===== src/rtl/ifc_pkg.sv =====
`timescale 1ns/1ps
// Shared types of the in-flight conflict checker.
package ifc_pkg;
    // Controller state: waiting for a start, or walking the group.
    typedef enum logic {
        ST_IDLE = 1'b0,
        ST_SCAN = 1'b1
    } scan_state_t;
endpackage


===== src/rtl/scan_cursor.sv =====
`timescale 1ns/1ps
// scan_cursor: walks a group of sets slot by slot.
// Does: holds the group base and count latched at load, and moves
//   (set offset, slot) forward by one step when asked. When skip_set
//   is high it jumps past the rest of the current set at once.
// Assumes: SLOTS >= 2. A group that runs past the last set index wraps
//   around to set 0.
module scan_cursor #(
    parameter int NUM_SETS = 8,
    parameter int SLOTS    = 4
) (
    input  logic                        clk,
    input  logic                        rst_n,
    input  logic                        load,
    input  logic [$clog2(NUM_SETS)-1:0] base,
    input  logic [$clog2(NUM_SETS):0]   count,
    input  logic                        step,
    input  logic                        skip_set,
    output logic [$clog2(NUM_SETS)-1:0] cur_set,
    output logic [$clog2(SLOTS)-1:0]    cur_slot,
    output logic                        exhausted
);
    localparam int SET_W  = $clog2(NUM_SETS);
    localparam int SLOT_W = $clog2(SLOTS);
    localparam int CNT_W  = SET_W + 1;

    logic [SET_W-1:0]  base_q;
    logic [CNT_W-1:0]  cnt_q;
    logic [CNT_W-1:0]  off_q;
    logic [SLOT_W-1:0] slot_q;
    logic              last_slot;
    logic [SET_W-1:0]  rel_set;

    assign last_slot = (slot_q == SLOT_W'(SLOTS - 1));
    assign exhausted = (off_q >= cnt_q);
    assign cur_set   = base_q + off_q[SET_W-1:0];
    assign cur_slot  = slot_q;
    assign rel_set   = cur_set - base_q;

    // Latch the group on load, then advance one slot or one whole set per step.
    always_ff @(posedge clk) begin
        if (!rst_n) begin
            base_q <= '0;
            cnt_q  <= '0;
            off_q  <= '0;
            slot_q <= '0;
        end else if (load) begin
            base_q <= base;
            cnt_q  <= count;
            off_q  <= '0;
            slot_q <= '0;
        end else if (step && !exhausted) begin
            if (skip_set || last_slot) begin
                off_q  <= off_q + CNT_W'(1);
                slot_q <= '0;
            end else begin
                slot_q <= slot_q + SLOT_W'(1);
            end
        end
    end

    // The cursor never points outside the latched group while it is live.
    assert_cursor_in_group_R3: assert property (@(posedge clk) disable iff (!rst_n)
        !exhausted |-> ({1'b0, rel_set} < cnt_q));
endmodule


===== src/rtl/req_addr_match.sv =====
`timescale 1ns/1ps
// req_addr_match: compares one stored address with the request list.
// Does: raises hit when probe equals any of the first req_n entries.
// Assumes: entry i sits at bits [i*ADDR_W +: ADDR_W] of reqs.
module req_addr_match #(
    parameter int ADDR_W  = 16,
    parameter int MAX_REQ = 4
) (
    input  logic [ADDR_W-1:0]          probe,
    input  logic [MAX_REQ*ADDR_W-1:0]  reqs,
    input  logic [$clog2(MAX_REQ+1)-1:0] req_n,
    output logic                       hit
);
    localparam int CW = $clog2(MAX_REQ + 1);

    logic [MAX_REQ-1:0] eq;

    // One comparator per request entry, masked by the valid count.
    for (genvar i = 0; i < MAX_REQ; i++) begin : g_cmp
        assign eq[i] = (reqs[i*ADDR_W +: ADDR_W] == probe) && (CW'(i) < req_n);
    end

    assign hit = |eq;
endmodule


===== src/rtl/inflight_conflict_check.sv =====
`timescale 1ns/1ps
// inflight_conflict_check: decides whether a request clashes with
// an address that is still in flight.
// Does: on an accepted start, latches the request addresses and walks
//   the selected group of sets. Free sets are skipped. For each set that
//   is not free, enabled slots are read through a registered port and
//   their addresses compared. The scan ends on the first match (busy) or
//   at the end of the group (accept), and pulses done_o for one cycle.
// Assumes: rd_addr carries the slot named in the previous cycle's read,
//   and the set status inputs stay steady during a scan.
module inflight_conflict_check
    import ifc_pkg::*;
#(
    parameter int NUM_SETS = 8,
    parameter int SLOTS    = 4,
    parameter int ADDR_W   = 16,
    parameter int MAX_REQ  = 4
) (
    input  logic                          clk,
    input  logic                          rst_n,
    input  logic                          start,
    input  logic [$clog2(NUM_SETS)-1:0]   grp_base,
    input  logic [$clog2(NUM_SETS):0]     grp_count,
    input  logic [$clog2(MAX_REQ+1)-1:0]  req_count,
    input  logic [MAX_REQ*ADDR_W-1:0]     req_addr,
    input  logic [NUM_SETS-1:0]           set_inuse,
    input  logic [NUM_SETS-1:0]           set_idle,
    input  logic [NUM_SETS*SLOTS-1:0]     slot_enable,
    output logic                          rd_en,
    output logic [$clog2(NUM_SETS)-1:0]   rd_set,
    output logic [$clog2(SLOTS)-1:0]      rd_slot,
    input  logic [ADDR_W-1:0]             rd_addr,
    output logic                          done_o,
    output logic                          busy_o,
    output logic                          bad_o
);
    localparam int SET_W  = $clog2(NUM_SETS);
    localparam int SLOT_W = $clog2(SLOTS);
    localparam int CW     = $clog2(MAX_REQ + 1);

    scan_state_t               state_q;
    logic [MAX_REQ*ADDR_W-1:0] req_q;
    logic [CW-1:0]             reqn_q;
    logic                      pend_q;
    logic                      done_q, busy_q, bad_q;

    logic             req_ok, accept_start, load, scanning;
    logic [SET_W-1:0] cur_set;
    logic [SLOT_W-1:0] cur_slot;
    logic             exhausted, set_free, match, hit, finish;
    logic [SLOTS-1:0] en_row;

    assign req_ok       = (req_count != '0) && (req_count <= CW'(MAX_REQ));
    assign accept_start = (state_q == ST_IDLE) && start;
    assign load         = accept_start && req_ok;
    assign scanning     = (state_q == ST_SCAN);

    scan_cursor #(.NUM_SETS(NUM_SETS), .SLOTS(SLOTS)) u_cursor (
        .clk       (clk),
        .rst_n     (rst_n),
        .load      (load),
        .base      (grp_base),
        .count     (grp_count),
        .step      (scanning),
        .skip_set  (set_free),
        .cur_set   (cur_set),
        .cur_slot  (cur_slot),
        .exhausted (exhausted)
    );

    // A set is free only when software has released it and hardware is idle.
    assign set_free = !set_inuse[cur_set] && set_idle[cur_set];
    assign en_row   = slot_enable[int'(cur_set)*SLOTS +: SLOTS];

    req_addr_match #(.ADDR_W(ADDR_W), .MAX_REQ(MAX_REQ)) u_match (
        .probe (rd_addr),
        .reqs  (req_q),
        .req_n (reqn_q),
        .hit   (match)
    );

    assign hit    = pend_q && match;
    assign finish = scanning && (hit || exhausted);
    assign rd_en  = scanning && !exhausted && !set_free && en_row[cur_slot];
    assign rd_set  = cur_set;
    assign rd_slot = cur_slot;

    // Move between idle and scanning.
    always_ff @(posedge clk) begin
        if (!rst_n)      state_q <= ST_IDLE;
        else if (load)   state_q <= ST_SCAN;
        else if (finish) state_q <= ST_IDLE;
    end

    // Hold the request for the whole scan.
    always_ff @(posedge clk) begin
        if (!rst_n) begin
            req_q  <= '0;
            reqn_q <= '0;
        end else if (load) begin
            req_q  <= req_addr;
            reqn_q <= req_count;
        end
    end

    // Mark that rd_addr holds a fresh slot value in the next cycle.
    always_ff @(posedge clk) begin
        if (!rst_n) pend_q <= 1'b0;
        else        pend_q <= rd_en && !finish;
    end

    // Produce the done strobe and hold the verdict until the next one.
    always_ff @(posedge clk) begin
        if (!rst_n) begin
            done_q <= 1'b0;
            busy_q <= 1'b0;
            bad_q  <= 1'b0;
        end else begin
            done_q <= 1'b0;
            if (accept_start && !req_ok) begin
                done_q <= 1'b1;
                busy_q <= 1'b0;
                bad_q  <= 1'b1;
            end else if (finish) begin
                done_q <= 1'b1;
                busy_q <= hit;
                bad_q  <= 1'b0;
            end
        end
    end

    assign done_o = done_q;
    assign busy_o = busy_q;
    assign bad_o  = bad_q;

    // A busy verdict needs a slot value that was read in the cycle before.
    assert_hit_after_read_R5: assert property (@(posedge clk) disable iff (!rst_n)
        (done_o && busy_o) |-> $past(pend_q));

    // A rejected request never reports a conflict.
    assert_bad_not_busy_R7: assert property (@(posedge clk) disable iff (!rst_n)
        (done_o && bad_o) |-> !busy_o);

    // No reads are issued while idle, so starts there cannot disturb a scan.
    assert_idle_no_read_R8: assert property (@(posedge clk) disable iff (!rst_n)
        (state_q == ST_IDLE) |-> !rd_en);

    // Done follows either a scan cycle or a start seen while idle.
    assert_done_source_R10: assert property (@(posedge clk) disable iff (!rst_n)
        done_o |-> ($past(state_q) == ST_SCAN || $past(start)));
endmodule


===== config.mk =====
export PLATFORM = sky130hd
export DESIGN_NAME = inflight_conflict_check
export DESIGN_NICKNAME = d
export VERILOG_FILES = /design/src/rtl/ifc_pkg.sv /design/src/rtl/scan_cursor.sv /design/src/rtl/req_addr_match.sv /design/src/rtl/inflight_conflict_check.sv
export SDC_FILE = /design/constraint.sdc
export NUM_CORES = 1
export LEC_CHECK = 0
export BUFFER_PORTS_ARGS = -buffer_cell sky130_fd_sc_hd__buf_2
export CORE_MARGIN = 3
export CORE_UTILIZATION = 51
export CTS_CLUSTER_SIZE = 8
export DETAILED_ROUTE_END_ITERATION = 8
export GPL_ROUTABILITY_DRIVEN = 0
export PLACE_DENSITY = 0.9
export RECOVER_POWER = 25
export SETUP_SLACK_MARGIN = 0.05
export SLEW_MARGIN = 20
export SYNTH_ARGS = -nofsm -noshare
export SYNTH_HDL_FRONTEND = slang
export SYNTH_SLANG_ARGS = --single-unit

===== constraint.sdc =====
create_clock -name clk -period 3.4 [get_ports clk]
set_input_delay 0.68 -clock clk [delete_from_list [all_inputs] [get_ports clk]]
set_output_delay 0.68 -clock clk [all_outputs]
set_load 0.01 [all_outputs]

### Word-level counts from Yosys, hierarchy flattened

Cells that the tools add are included.

| storage, ports and cells | value |
|---|---|
| logic and storage cells | 71 |
| bits in registers | 85 |

| cells by class | value |
|---|---|
| shift operators | 1 |
| reduce and logical (&&, ||, !) cells | 29 |
| eq/ne operators | 5 |
| multiplexer cells | 12 |
| $add $sub $neg | 3 |
| bitwise logic cells | 2 |
| $lt $le $gt $ge | 8 |

Operators by type and width:

| cell | number |
|---|---|
| $eq A16 B16 Y1 | 4 |
| $shiftx A32 B6 Y4 | 1 |
| $logic_and A1 B1 Y1 | 15 |
| $mux W1 | 8 |
| $bmux W1 S3 | 2 |
| $lt A1 B3 Y1 const A | 2 |
| $lt A2 B3 Y1 const A | 2 |
| $logic_not A1 Y1 | 5 |
| $add A4 B1 Y4 const B | 1 |
| $ge A4 B4 Y1 | 1 |
| $lt A3 B4 Y1 const B | 1 |
| $reduce_bool A2 Y1 | 2 |
| $reduce_or A2 Y1 | 2 |
| $reduce_or A4 Y1 | 1 |
| $add A3 B3 Y3 | 1 |
| $le A3 B3 Y1 const B | 1 |
| $lt A2 B3 Y1 const B | 1 |
| $reduce_bool A3 Y1 | 1 |
| $add A2 B1 Y2 const B | 1 |
| $bmux W1 S2 | 1 |
| $eq A2 B2 Y1 const B | 1 |
| $logic_or A1 B1 Y1 | 2 |
| $mux W2 | 1 |
| $not A1 Y1 | 2 |
| $reduce_and A2 Y1 | 1 |

### Logic depth before layout (Yosys ltp)

Gate-level depths: netlist of run 1.

| logic depth | value |
|---|---|
| word-level depth | 9 |
| mapped depth | 10 |

### By module

A second synthesis of run 1 with hierarchy kept.

| unflattened totals | value |
|---|---|
| cells, all modules | 512 |
| area, all modules | 4506.8 um2 |

By module, submodules not included:

| module | cells each | instances | area an instance (um2) |
|---|---|---|---|
| inflight_conflict_check | 352 | 1 | 3076.7 |
| req_addr_match | 91 | 1 | 720.7 |
| scan_cursor | 69 | 1 | 709.4 |

### Worst setup path after synthesis of run 1

OpenSTA, ideal clock, no wires.

| path | value |
|---|---|
| path kind | register to output |
| start point | register u_cursor.off_q[0] |
| end point | output port rd_en |
| stages on the path, launching flop included | 11 |
| buffers on the path | 1 |
| arrival time | 2.538 ns |
| setup slack | 0.182 ns |
| required time | 2.720 ns |
| cells stage by stage | dfxtp_1 ha_1 inv_1 fa_1 clkbuf_1 inv_1 mux4_2 nor2_1 o31a_1 o21a_1 nor2_1 |

| on the way | value |
|---|---|
| longest elaborated chain between the ends | 8 |

Ends and longest elaborated chain:

| item | line | RTL |
|---|---|---|
| from (decl) | scan_cursor.sv:29 | `logic [CNT_W-1:0] off_q;` |
| from (signal assigned) | scan_cursor.sv:54 | `off_q <= off_q + CNT_W'(1);` |
| $add A3 B3 Y3 (*) | scan_cursor.sv:36 | `assign cur_set = base_q + off_q[SET_W-1:0];` |
| net rd_set[1] | inflight_conflict_check.sv:30 | `output logic [$clog2(NUM_SETS)-1:0] rd_set,` |
| branches (longest 6 deep; another with $shiftx A32 B6 Y4) | n/a |  |
| $logic_and A1 B1 Y1 (*) | inflight_conflict_check.sv:84 | `assign rd_en = scanning && !exhausted && !set_free && en_row[cur_slot];` |
| to (decl) | inflight_conflict_check.sv:29 | `output logic rd_en,` |

Mark *: on every way through the listed nets, which the timed path passes. The select of a mux whose other input is x is not followed.

### Worst setup path in the final report of run 1

| path | value |
|---|---|
| start point | register u_cursor.base_q[0] |
| end point | output port rd_en |

| on the way | value |
|---|---|
| longest elaborated chain between the ends | 8 |

Ends and longest elaborated chain:

| item | line | RTL |
|---|---|---|
| from (decl) | scan_cursor.sv:27 | `logic [SET_W-1:0] base_q;` |
| from (signal assigned) | scan_cursor.sv:48 | `base_q <= base;` |
| $add A3 B3 Y3 (*) | scan_cursor.sv:36 |  |
| branches (longest 6 deep; another with $shiftx A32 B6 Y4) | n/a |  |
| $logic_and A1 B1 Y1 (*) | inflight_conflict_check.sv:84 |  |

Every way passes the cells marked *. The select of a mux whose other input is x is not followed.

==> impl_metrics.json, run 1 <==
{
  "max_freq_mhz": 292.4,
  "synth_top_family_by_area": "simple AND/OR/NAND/NOR gates",
  "grt_pass1_vias": 4446,
  "period_share": 1.006,
  "drc": 0,
  "finalHoldViolCount": 0,
  "core-area_um2": 8464,
  "gr-usage-met2": 0.4425,
  "hold_class": "flop to flop",
  "synth_nets": 695,
  "synthSimpleGateAreaFrac": 0.2014,
  "drv_slew": 57,
  "vias": 4453,
  "power_density_nw_per_um2": 411.1,
  "status": "finished, violations left",
  "yosys-top-cells-area": "dfxtp_1 37%, nand2_1 13%, a21boi_0 12%, xor2_1 10%, mux4_2 3.9%",
  "synth_largest_area_cell": "dfxtp_1",
  "timing.final.ws_setup_ps": -20.01,
  "maxSlewHeadroom": -0.2989,
  "worstPathRequired_ps": 2720,
  "ys_ff_latch": 85,
  "drtIter0Drc": 306,
  "muxShareOfSynthArea": 0.04810,
  "clock-sinks": 85,
  "die_h_um": 100.7,
  "synthCells": 546,
  "cts_buffers": 9,
  "dieArea_um2": 10150,
  "start_kind": "flop",
  "antenna_left": 0,
  "synth_cell_type_count": 43,
  "cts_tree": "built",
  "synth_xor_area_frac": 0.1295,
  "ys_async_sr_fraction": 0,
  "leakagePower_nw": 2.426,
  "grt_max_degree": 57,
  "hpwl_um": 9669,
  "busiest_layer": "met2",
  "clockBufferDepth": 2,
  "syn_area_um2": 4578,
  "timing.setup.tns_ps": -20.01,
  "setup_violations": 1,
  "use_met1": 0.3313,
  "grt_pass1_wl_um": 21120,
  "hold_ws_ps": 479.0,
  "avgSynthCellArea_um2": 8.385,
  "synth-edff-count": 0,
  "clk_pin_slew_ps": 80,
  "ys.flop_type": "dfxtp_1",
  "drv_cap": 1,
  "worst_slew_pin_slew_ps": 1948,
  "worstPathArrival_ps": 2740,
  "end_kind": "output port",
  "yosysSeqAreaShare": 0.3717,
  "synth-adder-area-share": 0.02350,
  "htree_levels": 3,
  "wl_per_cell_um": 16.71,
  "post-route-min-period_ps": 3420,
  "synth_top_area_share": 0.3717,
  "drive_gt1_frac": 0.2758,
  "worst-path-max-fanout": 6,
  "worst_clock_skew_ps": 6.743,
  "first_pass_iters": 5,
  "synth_compound_area_frac": 0.1886,
  "met3_usage": 0.05190,
  "numPortBuffers": 149,
  "synth_common_cells": "159 x nand2_1, 85 x dfxtp_1, 75 x a21boi_0",
  "clk_latency_ps": 360,
  "routed_wl_um": 13270,
  "peakVddDrop_mv": 0.3213,
  "failed_checks": "capacitance limit, slew limit, setup timing",
  "yosysMostFrequentCell": "nand2_1",
  "yosys_warnings": 0,
  "nets": 835,
  "rsz0062_at_grt": "yes",
  "design_area_um2": 5669,
  "globalRouteOverflowTotal": 0,
  "grt_usage": 0.2644,
  "root_buffer": "clkbuf_8",
  "dpl_cell_area_um2": 5413,
  "io_pins": 150,
  "viasPerCell": 5.608,
  "die_w_um": 100.7,
  "grt_antenna_before_repair": 0,
  "path_class": "flop to output port",
  "antenna_cells": 0,
  "num_rows": 33,
  "syn_to_final_growth_pct": 23.83,
  "start_util": 0.5409
}
## power breakdown
| part | total, W | switching [W] | leakage [nW] | internal [W] |
|---|---|---|---|---|
| Clock | 0.000833 | 0.000352 | 0.112 | 0.000482 |
| Sequential | 0.00109 | 0.0000414 | 0.695 | 0.00105 |
| Combinational | 0.000408 | 0.000217 | 1.62 | 0.000191 |
## placed cells by master, fill, tap and decap left out, types with 4 or more instances in the layout
cell type,n
clkbuf_8,9
a21oi_1,7
xnor2_1,12
buf_4,8
nor4_1,11
inv_1,13
nor3_1,8
clkbuf_1,6
ha_1,6
xor2_1,53
nand3_1,7
nand2_1,159
dfxtp_1,82
buf_2,144
nand4_1,5
o21ai_0,10
a21boi_0,75
nand2b_1,4
nor2_1,10
mux2i_1,4
mux4_2,8
## worst paths after layout
kind                                         start                  to  slack, ps  depth (start not counted)
worst min-delay path            u_cursor.base_q[1]  u_cursor.base_q[1]        480                          2
worst max-delay path            u_cursor.base_q[0]               rd_en        -20                          9
worst min register to register  u_cursor.base_q[1]  u_cursor.base_q[1]        480                          2
worst max register to register  u_cursor.base_q[0]              pend_q        840                         10
## registers in the layout (all words and copies together) (netlist names)
| signal | flops |
|---|---|
| u_cursor.off_q | 4 |
| u_cursor.cur_slot | 2 |
| scanning | 1 |
| bad_o | 1 |
| req_q | 64 |
| reqn_q | 3 |
| pend_q | 1 |
| u_cursor.base_q | 3 |
| u_cursor.cnt_q | 4 |
| done_o | 1 |
| busy_o | 1 |
## cells by family after synthesis
logic type                 after synthesis
and+or+nand+nor                        216
AOI/OAI and AO/OA                      115
DFF                                     85
xor gates and xnor gates                66
buffers and inverters                   44
muxes                                   12
adders and majority gates                8
## through the flow
stage,worst slack (ps),util,total power (W),cells
floorplan,182.3,-,0.001333,546
global placement,272.9,0.6395,0.001482,778
detailed placement,174.7,0.6395,0.001503,778
CTS,-67.89,0.6701,0.002326,794
global route,-118.5,0.6698,0.002417,794
finish,-20.01,0.6698,0.002331,794
## layer usage
layer / vias up / share of wire
met4: 0 / 0.037
met3: 51 / 0.072
met2: 198 / 0.50
met1: 2081 / 0.39
li1: 2123 / -
met5: - / 0
## critical path: stages, from the launching register on
cell	delay, ps
dfxtp_2	360
ha_4	130
inv_2	30
fa_2	620
mux4_2	330
mux4_2	470
nor2_2	90
o21a_1	160
nor2_1	40
buf_2	130
## repair_timing
item,in CTS,in global routing
pin swaps,5,3
setup buffers,2,0
gates cloned,0,0
gates resized for setup,8,2
setup endpoints to repair,1,1
hold buffers,0,0
## area by class of cell
type,instances,area (um2)
fillers,625,2795
multi-input cells,417,2730
flip-flops and latches,85,1705
repair buffers,158,819.5
well taps,105,131.4
clock buffers,10,127.6
clock inverters,4,98.84
inverters,15,56.30
No activity file was read; power rests on OpenSTA's default activity.
==> run 2, diff against run 1 <==
--- a/config.mk
+++ b/config.mk
@@ -14,6 +14,7 @@
 export PLACE_DENSITY = 0.9
 export RECOVER_POWER = 25
 export SETUP_SLACK_MARGIN = 0.05
+export SKIP_CTS_REPAIR_TIMING = 1
 export SLEW_MARGIN = 20
 export SYNTH_ARGS = -nofsm -noshare
 export SYNTH_HDL_FRONTEND = slang
==> impl_metrics.json, run 2 (synthesized netlist as in run 1, its figures left out) <==
{
  "status": "finished, violations left",
  "failed_checks": "capacitance limit, slew limit, setup timing",
  "viasPerCell": 5.567,
  "vias": 4409,
  "routed_wl_um": 13110,
  "worst_slew_pin_slew_ps": 1958,
  "drive_gt1_frac": 0.2737,
  "path_class": "flop to output port",
  "leakagePower_nw": 2.414,
  "worst_clock_skew_ps": 6.167,
  "die_h_um": 100.7,
  "maxSlewHeadroom": -0.3050,
  "drv_cap": 1,
  "dp_slack_ps": 174.7,
  "grt_usage": 0.2629,
  "io_pins": 150,
  "clockBufferDepth": 2,
  "max_freq_mhz": 285.5,
  "nets": 833,
  "peakVddDrop_mv": 0.3220,
  "die_w_um": 100.7,
  "grt_pass1_vias": 4428,
  "grt_max_degree": 57,
  "clk_pin_slew_ps": 80,
  "final_util": 0.6686,
  "worstPathRequired_ps": 2720,
  "numPortBuffers": 149,
  "period_share": 1.030,
  "worst-path-max-fanout": 6,
  "timing.setup.tns_ps": -102.3,
  "num_rows": 33,
  "top_register": "req_q",
  "root_buffer": "clkbuf_8",
  "core-area_um2": 8464,
  "wl_per_cell_um": 16.55,
  "cts_buffers": 9,
  "post-route-min-period_ps": 3502,
  "worstPathArrival_ps": 2820,
  "grt_antenna_before_repair": 0,
  "cts_tree": "built",
  "htree_levels": 3,
  "hpwl_um": 9669,
  "final_cell_mix": "159 x nand2_1, 144 x buf_2, 82 x dfxtp_1, 75 x a21boi_0, 53 x xor2_1",
  "largest_reg_flops": 64,
  "clock-sinks": 85,
  "drv_slew": 57,
  "globalRouteOverflowTotal": 0,
  "grt_pass1_wl_um": 21000,
  "hold_class": "flop to flop",
  "timing.final.ws_setup_ps": -102.3,
  "end_kind": "output port",
  "clk_latency_ps": 360,
  "antenna_left": 0,
  "syn_to_final_growth_pct": 23.61,
  "drtIter0Drc": 239,
  "start_util": 0.5409,
  "final_cells": 792,
  "drc": 0,
  "first_pass_iters": 5,
  "start_kind": "flop",
  "finalHoldViolCount": 0,
  "dieArea_um2": 10150,
  "rsz0062_at_grt": "yes",
  "power_density_nw_per_um2": 411.4,
  "total_power_w": 0.002328,
  "top_regs": "req_q: 64 flops, u_cursor.cnt_q: 4 flops, u_cursor.off_q: 4 flops",
  "final_common_cell": "nand2_1",
  "setup_violations": 1,
  "antenna_cells": 0,
  "dp_cells": 778
}
==> run 2: stage by stage <==
| stage | cell area [um2] | hold WS [ps] |
|---|---|---|
| after CTS | 5639 | 475.8 |
| final | 5659 | 478.5 |
| after global placement | 5413 | 453.5 |
| after floorplan | 4578 | 443.5 |
| after global routing | 5659 | 489.5 |
| after detailed placement | 5413 | 468.5 |
==> run 2: cell type report <==
type | instances | area, um2
repair buffers | 156 | 804.5
multi-input cells | 417 | 2730
flip-flops and latches | 85 | 1708
clock buffers | 10 | 127.6
clock inverters | 4 | 98.84
inverters | 15 | 58.81
well taps | 105 | 131.4
fillers | 632 | 2805
==> run 2: final timing paths <==
check	startpoint	to	slack, ps	cells after the start
setup / recovery	u_cursor.off_q[0]	rd_en	-100	9
hold / removal	u_cursor.base_q[1]	u_cursor.base_q[1]	480	2
setup reg to reg	u_cursor.off_q[0]	u_cursor.off_q[3]	830	8
hold reg to reg	u_cursor.base_q[1]	u_cursor.base_q[1]	480	2
==> run 2: per-layer routing <==
| metal | GRT usage | wire length [um] |
|---|---|---|
| met1 | 0.3300 | 5307 |
| met2 | 0.4390 | 6526 |
| met3 | 0.05190 | 783 |
| met4 | 0.1119 | 491 |
| met5 | 0 | 0 |
==> run 2: critical path, stage by stage (launching register included) <==
cell and delay [ps]:
dfxtp_4 380, ha_4 130, inv_2 30, fa_2 650, mux4_2 330, mux4_2 470, nor2_2 120, o21a_1 160
nor2_1 50, buf_2 140
==> run 2: report_power, final <==
group          internal, W  switching [W]
clock network     0.000482       0.000353
registers          0.00105      0.0000414
logic             0.000189       0.000216
